[src/rtl/xpc_pkg.sv]
package xpc_pkg;
    typedef enum logic [1:0] {
        ST_CLEAN = 2'b00,
        ST_FIXED = 2'b01,
        ST_BYTE  = 2'b10,
        ST_MULTI = 2'b11
    } xpc_status_e;
endpackage

[src/rtl/xpc_syndrome_accum.sv]
module xpc_syndrome_accum #(
    parameter int DATA_W    = 8,
    parameter int NUM_BYTES = 16,
    parameter int ADDR_W    = 4,
    parameter int ROW_BITS  = 8,
    parameter int POS_W     = 5
) (
    input  logic                clk,
    input  logic                rst_n,
    input  logic                in_valid,
    input  logic [DATA_W-1:0]   in_data,
    input  logic [POS_W-1:0]    pos,
    input  logic                last,
    output logic [DATA_W-1:0]   col_syn,
    output logic [ROW_BITS-1:0] row_syn
);
    typedef struct packed {
        logic [DATA_W-1:0]   col;
        logic [ROW_BITS-1:0] row;
    } acc_t;

    acc_t acc_q, acc_d, acc_upd;
    logic byte_par;

    always_comb begin
        acc_upd  = acc_q;
        byte_par = ^in_data;
        if (in_valid) begin
            if (pos < POS_W'(NUM_BYTES)) begin
                acc_upd.col = acc_q.col ^ in_data;
                for (int x = 0; x < ADDR_W; x++) begin
                    if (pos[x]) acc_upd.row[2*x]   = acc_q.row[2*x]   ^ byte_par;
                    else        acc_upd.row[2*x+1] = acc_q.row[2*x+1] ^ byte_par;
                end
            end else if (pos == POS_W'(NUM_BYTES)) begin
                acc_upd.col = acc_q.col ^ in_data;
            end else begin
                for (int b = 0; b < ROW_BITS; b++) begin
                    if (pos == POS_W'(NUM_BYTES + 1 + b / DATA_W))
                        acc_upd.row[b] = acc_q.row[b] ^ in_data[b % DATA_W];
                end
            end
        end
        acc_d = last ? '0 : acc_upd;
    end

    always_ff @(posedge clk) begin
        if (!rst_n) acc_q <= '0;
        else        acc_q <= acc_d;
    end

    assign col_syn = acc_upd.col;
    assign row_syn = acc_upd.row;
endmodule

[src/rtl/xpc_classify.sv]
module xpc_classify
    import xpc_pkg::*;
#(
    parameter int DATA_W   = 8,
    parameter int ADDR_W   = 4,
    parameter int ROW_BITS = 8
) (
    input  logic [DATA_W-1:0]   col_syn,
    input  logic [ROW_BITS-1:0] row_syn,
    output xpc_status_e         kind,
    output logic [ADDR_W-1:0]   loc
);
    localparam int SYN_W = DATA_W + ROW_BITS;

    logic [SYN_W-1:0] syn;
    logic             at_most_one;
    logic             pairs_split;

    always_comb begin
        syn         = {col_syn, row_syn};
        at_most_one = ((syn & (syn - SYN_W'(1))) == '0);
        pairs_split = 1'b1;
        for (int x = 0; x < ADDR_W; x++) begin
            pairs_split = pairs_split & (row_syn[2*x] ^ row_syn[2*x+1]);
            loc[x]      = row_syn[2*x];
        end
        if (at_most_one)                           kind = ST_CLEAN;
        else if (col_syn != '0 && pairs_split)     kind = ST_FIXED;
        else if (col_syn != '0 && row_syn == '0)   kind = ST_BYTE;
        else                                       kind = ST_MULTI;
    end
endmodule

[src/rtl/xpc_fix_port.sv]
module xpc_fix_port
    import xpc_pkg::*;
#(
    parameter int DATA_W = 8,
    parameter int ADDR_W = 4
) (
    input  xpc_status_e       kind,
    input  logic [ADDR_W-1:0] err_addr,
    input  logic [DATA_W-1:0] err_mask,
    input  logic [ADDR_W-1:0] fix_addr,
    input  logic [DATA_W-1:0] fix_in,
    output logic [DATA_W-1:0] fix_out
);
    always_comb begin
        if (kind == ST_FIXED && fix_addr == err_addr) fix_out = fix_in ^ err_mask;
        else                                          fix_out = fix_in;
    end
endmodule

[src/rtl/xpc_decoder.sv]
module xpc_decoder
    import xpc_pkg::*;
#(
    parameter int DATA_W    = 8,
    parameter int NUM_BYTES = 16,
    localparam int ADDR_W    = $clog2(NUM_BYTES),
    localparam int ROW_BITS  = 2 * ADDR_W,
    localparam int ROW_BYTES = (ROW_BITS + DATA_W - 1) / DATA_W,
    localparam int CW_LEN    = NUM_BYTES + 1 + ROW_BYTES,
    localparam int POS_W     = $clog2(CW_LEN)
) (
    input  logic              clk,
    input  logic              rst_n,
    input  logic              in_valid,
    input  logic [DATA_W-1:0] in_data,
    input  logic [ADDR_W-1:0] fix_addr,
    input  logic [DATA_W-1:0] fix_in,
    output logic [DATA_W-1:0] fix_out,
    output logic              done,
    output logic [1:0]        status,
    output logic [ADDR_W-1:0] err_addr,
    output logic [DATA_W-1:0] err_mask
);
    typedef struct packed {
        logic [POS_W-1:0]  pos;
        logic              done;
        xpc_status_e       kind;
        logic [ADDR_W-1:0] addr;
        logic [DATA_W-1:0] mask;
    } ctl_t;

    ctl_t              ctl_q, ctl_d;
    logic              last;
    logic [DATA_W-1:0] col_syn;
    logic [ROW_BITS-1:0] row_syn;
    xpc_status_e       cls_kind;
    logic [ADDR_W-1:0] cls_loc;

    assign last = in_valid && (ctl_q.pos == POS_W'(CW_LEN - 1));

    xpc_syndrome_accum #(
        .DATA_W(DATA_W), .NUM_BYTES(NUM_BYTES), .ADDR_W(ADDR_W),
        .ROW_BITS(ROW_BITS), .POS_W(POS_W)
    ) u_accum (
        .clk(clk), .rst_n(rst_n), .in_valid(in_valid), .in_data(in_data),
        .pos(ctl_q.pos), .last(last), .col_syn(col_syn), .row_syn(row_syn)
    );

    xpc_classify #(
        .DATA_W(DATA_W), .ADDR_W(ADDR_W), .ROW_BITS(ROW_BITS)
    ) u_classify (
        .col_syn(col_syn), .row_syn(row_syn), .kind(cls_kind), .loc(cls_loc)
    );

    xpc_fix_port #(
        .DATA_W(DATA_W), .ADDR_W(ADDR_W)
    ) u_fix (
        .kind(ctl_q.kind), .err_addr(ctl_q.addr), .err_mask(ctl_q.mask),
        .fix_addr(fix_addr), .fix_in(fix_in), .fix_out(fix_out)
    );

    always_comb begin
        ctl_d      = ctl_q;
        ctl_d.done = last;
        if (in_valid) ctl_d.pos = last ? '0 : ctl_q.pos + POS_W'(1);
        if (last) begin
            ctl_d.kind = cls_kind;
            ctl_d.addr = (cls_kind == ST_FIXED) ? cls_loc : '0;
            ctl_d.mask = (cls_kind == ST_FIXED) ? col_syn : '0;
        end
    end

    always_ff @(posedge clk) begin
        if (!rst_n) ctl_q <= '{pos: '0, done: 1'b0, kind: ST_CLEAN, addr: '0, mask: '0};
        else        ctl_q <= ctl_d;
    end

    assign done     = ctl_q.done;
    assign status   = ctl_q.kind;
    assign err_addr = ctl_q.addr;
    assign err_mask = ctl_q.mask;


    done_pulse_chk: assert property (@(posedge clk) disable iff (!rst_n)
        ctl_q.done |=> !ctl_q.done);

    done_source_chk: assert property (@(posedge clk) disable iff (!rst_n)
        ctl_q.done |-> $past(in_valid));

    status_hold_chk: assert property (@(posedge clk) disable iff (!rst_n)
        !ctl_q.done |-> ($stable(ctl_q.kind) && $stable(ctl_q.mask)));

    pos_range_chk: assert property (@(posedge clk) disable iff (!rst_n)
        ctl_q.pos <= POS_W'(CW_LEN - 1));

    odd_mask_chk: assert property (@(posedge clk) disable iff (!rst_n)
        (ctl_q.kind == ST_FIXED) |-> (^ctl_q.mask));

    idle_mask_chk: assert property (@(posedge clk) disable iff (!rst_n)
        (ctl_q.kind != ST_FIXED) |-> (ctl_q.mask == '0));
endmodule

[config.mk]
export PLATFORM = sky130hd
export DESIGN_NAME = xpc_decoder
export DESIGN_NICKNAME = d
export VERILOG_FILES = /design/src/rtl/xpc_pkg.sv /design/src/rtl/xpc_syndrome_accum.sv /design/src/rtl/xpc_classify.sv /design/src/rtl/xpc_fix_port.sv /design/src/rtl/xpc_decoder.sv
export SDC_FILE = /design/constraint.sdc
export NUM_CORES = 1
export LEC_CHECK = 0
export CAP_MARGIN = 20
export CORE_MARGIN = 2
export CORE_UTILIZATION = 58
export CTS_CLUSTER_SIZE = 10
export DETAILED_ROUTE_END_ITERATION = 10
export PLACE_DENSITY = 0.85
export SYNTH_ARGS = -nofsm -noshare
export SYNTH_HDL_FRONTEND = slang
export SYNTH_HIERARCHICAL = 1
export SYNTH_SLANG_ARGS = --single-unit
[constraint.sdc]
create_clock -name clk -period 7.2 [get_ports clk]
set_input_delay 1.08 -clock clk [delete_from_list [all_inputs] [get_ports clk]]
set_output_delay 1.08 -clock clk [all_outputs]
set_load 0.005 [all_outputs]
==> summary.txt <==
Critical R2R Capture -> err_mask[1]$_SDFFE_PN0P_
CTS Buf Count -> 5
Synth Instances -> 328
Post-synthesis mux area share -> 0.0639
Worst reg2reg startpoint -> ctl_q[19]$_SDFFE_PN0P_
Worst setup EP type -> flop
Worst r2r path cells -> 15
All-layer global routing usage -> 0.248
Skew final -> 4.96 ps
Die area -> 0.00522 mm²
Rel. slew slack -> 0.432
Fmax -> 191 MHz
CP Launch Type -> input pin
Clk slew on worst S/H paths -> 70 ps
Final min period -> 5240 ps
Most frequent cells in the layout -> 56 x nand2_1, 45 x clkdlybuf4s50_1, 36 x dfxtp_1
Average size of a mapped cell -> 8.24 µm²
RSZ-0062 raised after global routing -> no
Worst hold stages -> 2
Setup violators final -> 0
Hold-critical path endpoint -> status[0]$_SDFFE_PN0P_
Synth Area in Compound Gates -> 0.143
Synth Area in XOR/XNOR -> 0.108
Post-synth ARST share -> 0
Top_reg_cell synth -> dfxtp_1
Row Count -> 24
Htree depth -> 2
WL per Instance -> 14.9 µm
Post-synth top area cell -> dfxtp_1
Crit path launch -> in_data[6]
CTS Buffer Depth -> 2
Hold path startpoint -> status[0]$_SDFFE_PN0P_
Nets -> 383
I/O Buffers -> 45
Worst-margin pin slew -> 848 ps
Number of vias in the routed layout -> 2,344
Synth Area in Adders -> 0.0509
Commonest non-fill, non-tap cell in the layout -> nand2_1
Flop2flop setup slack -> 2780 ps
CTS tree -> done
Drt pass-1 iters -> 4
First-pass GRT wire length -> 10,100 µm
Global route total overflow -> 0
Crit Path Category -> input pin to flop
Detail Route Antenna Nets -> 0
Initial antenna violation count -> 0
Hold Path Class -> flop to flop
# clock sinks -> 36
1st-iter DRT viols -> 86
Syn Nets -> 362
Top cell type's share of synthesized area -> 0.267
Register area share after synthesis -> 0.267
Slew Viols, Final -> 0
Area growth from synthesis to layout -> 15.0%
Post-Synthesis Cell Area -> 0.00270 mm²
Fin area -> 0.00311 mm²
Cell Pwr Density -> 191 mW/mm²
Cell Area, Placed -> 0.00302 mm²
GP Congestion -> 0.861
FF+latch count, synth -> 36
Largest family of logic cells by synthesized area -> simple AND/OR/NAND/NOR gates
LEAKAGE -> 1.20 nW
Vias in the first global route -> 2,201
Largest cells by area after synthesis -> dfxtp_1 27%, nand2_1 7.8%, mux2i_1 5.6%
Ant. Diodes -> 0
Number of gates resized after cts -> 0
Max_cap viols -> 0
Die width -> 72.3 µm
Fin crit share -> 0.728
Core ar. -> 0.00441 mm²
Die Height -> 72.3 µm
Final Hold Vio Count -> 0
Fin Setup TNS -> 0 ps
Post-synth EDFFs -> 0
Post-CTS setup buffer count -> 0
Synth cell types -> 53
Vias per inst -> 5.83
Critical Path RT -> 7410 ps
Status -> finished clean
# IOs -> 46
Clock latency on the worst-skew pair -> 290 ps
Peak supply drop -> 0.113 mV
Post-route DRC -> 0
Simple-Gate Fraction of Synth Area -> 0.263
# fillers -> 354
DP Wirelength -> 4570 µm
Final WL -> 5990 µm
Synth warnings -> 6
Starting Density -> 0.613
Share of layout cells above drive strength 1 -> 0.0829
Critical path peak fanout -> 15
Worst Path Arrival -> 5450 ps
Largest net degree at the start of global routing -> 27
Hold Buf Count CTS -> 0
Clock root cell -> clkbuf_8
==> layer usage <==
layer	routed length, µm	part of all wire	global-route usage
met5	0	0	0
met4	89	0.015	0.0922
met3	328	0.055	0.0639
met2	2990	0.50	0.396
met1	2590	0.43	0.323
==> where the power goes <==
part / switching, mW / leakage (nW) / internal (mW)
clock network: 0.0731 / 0.0445 / 0.0777
registers: 0.00952 / 0.293 / 0.210
logic: 0.131 / 0.864 / 0.0941
==> through the flow <==
| step | hold slack (ps) | std cells | setup slack (ps) | utilization | power, mW |
|---|---|---|---|---|---|
| after floorplan | 447 | 328 | 3050 | - | 0.395 |
| after global placement | 453 | 394 | 1950 | 0.683 | 0.437 |
| after detailed placement | 469 | 394 | 1770 | 0.683 | 0.444 |
| after CTS | 478 | 402 | 2030 | 0.705 | 0.594 |
| after global routing | 508 | 402 | 1620 | 0.705 | 0.633 |
| final | 476 | 402 | 1960 | 0.705 | 0.595 |
==> final cells by class <==
type / count / area (µm²) / area share
inverters: 21 / 78.8 / 0.0253
well taps: 52 / 65.1 / 0.0209
multi-input cells: 240 / 1700 / 0.547
clock inverters: 1 / 7.51 / 0.00241
flip-flops and latches: 36 / 721 / 0.232
clock buffers: 7 / 86.3 / 0.0278
repair buffers: 45 / 450 / 0.145
==> synth_stat cells, drive strengths merged, types with 2 or more instances <==
master and n:
nand2 56, dfxtp 36, buf 25, inv 21, xnor2 21, nor2 20, mux2i 15, nor3 13
nor2b 12, ha 11, a31oi 10, a21oi 9, xor2 9, clkbuf 6, nand4 6, nor3b 6
a221oi 5, o21ai 5, a211o 4, and3 4, a211oi 3, nand2b 3, nand3b 3, nor4 3
o41ai 3, a221o 2, and2 2, mux2 2, o21a 2
==> cells by family (layout without fill, tap and decap cells) <==
logic type                 Yosys count  count (layout)
and+or+nand+nor                    133             133
DFF                                 36              36
AOI/OAI and AO/OA                   49              49
buffers and inverters               52              74
adders and majority gates           11              11
muxes                               17              17
xor gates and xnor gates            30              30
==> critical path, cell delays in order <==
cell and delay [ps]:
clkdlybuf4s50_1 520, xor2_1 220, xnor2_1 150, xnor2_2 700, a211oi_1 210, nor2_1 390, inv_1 120, ha_1 210
nand2b_1 160, a31oi_1 280, a31oi_1 130, o21a_1 220, a21oi_1 280, and3b_1 460, nand2_1 130, mux2i_1 170
==> state kept, by name, indices dropped and copies added, names as in the netlist <==
register / count
err_mask: 8
status: 2
u_accum/acc_q: 16
ctl_q: 5
done: 1
err_addr: 4
==> how the worst max path moves through the flow <==
stage	endpoint	cells after the start
detailed placement	err_mask[2]$_SDFFE_PN0P_	16
finish	err_mask[1]$_SDFFE_PN0P_	16
floorplan	err_mask[0]$_SDFFE_PN0P_	17
global route	err_mask[1]$_SDFFE_PN0P_	16
CTS	err_mask[1]$_SDFFE_PN0P_	16
global placement	err_addr[1]$_SDFFE_PN0P_	16
No activity file was read; power rests on OpenSTA's default activity.
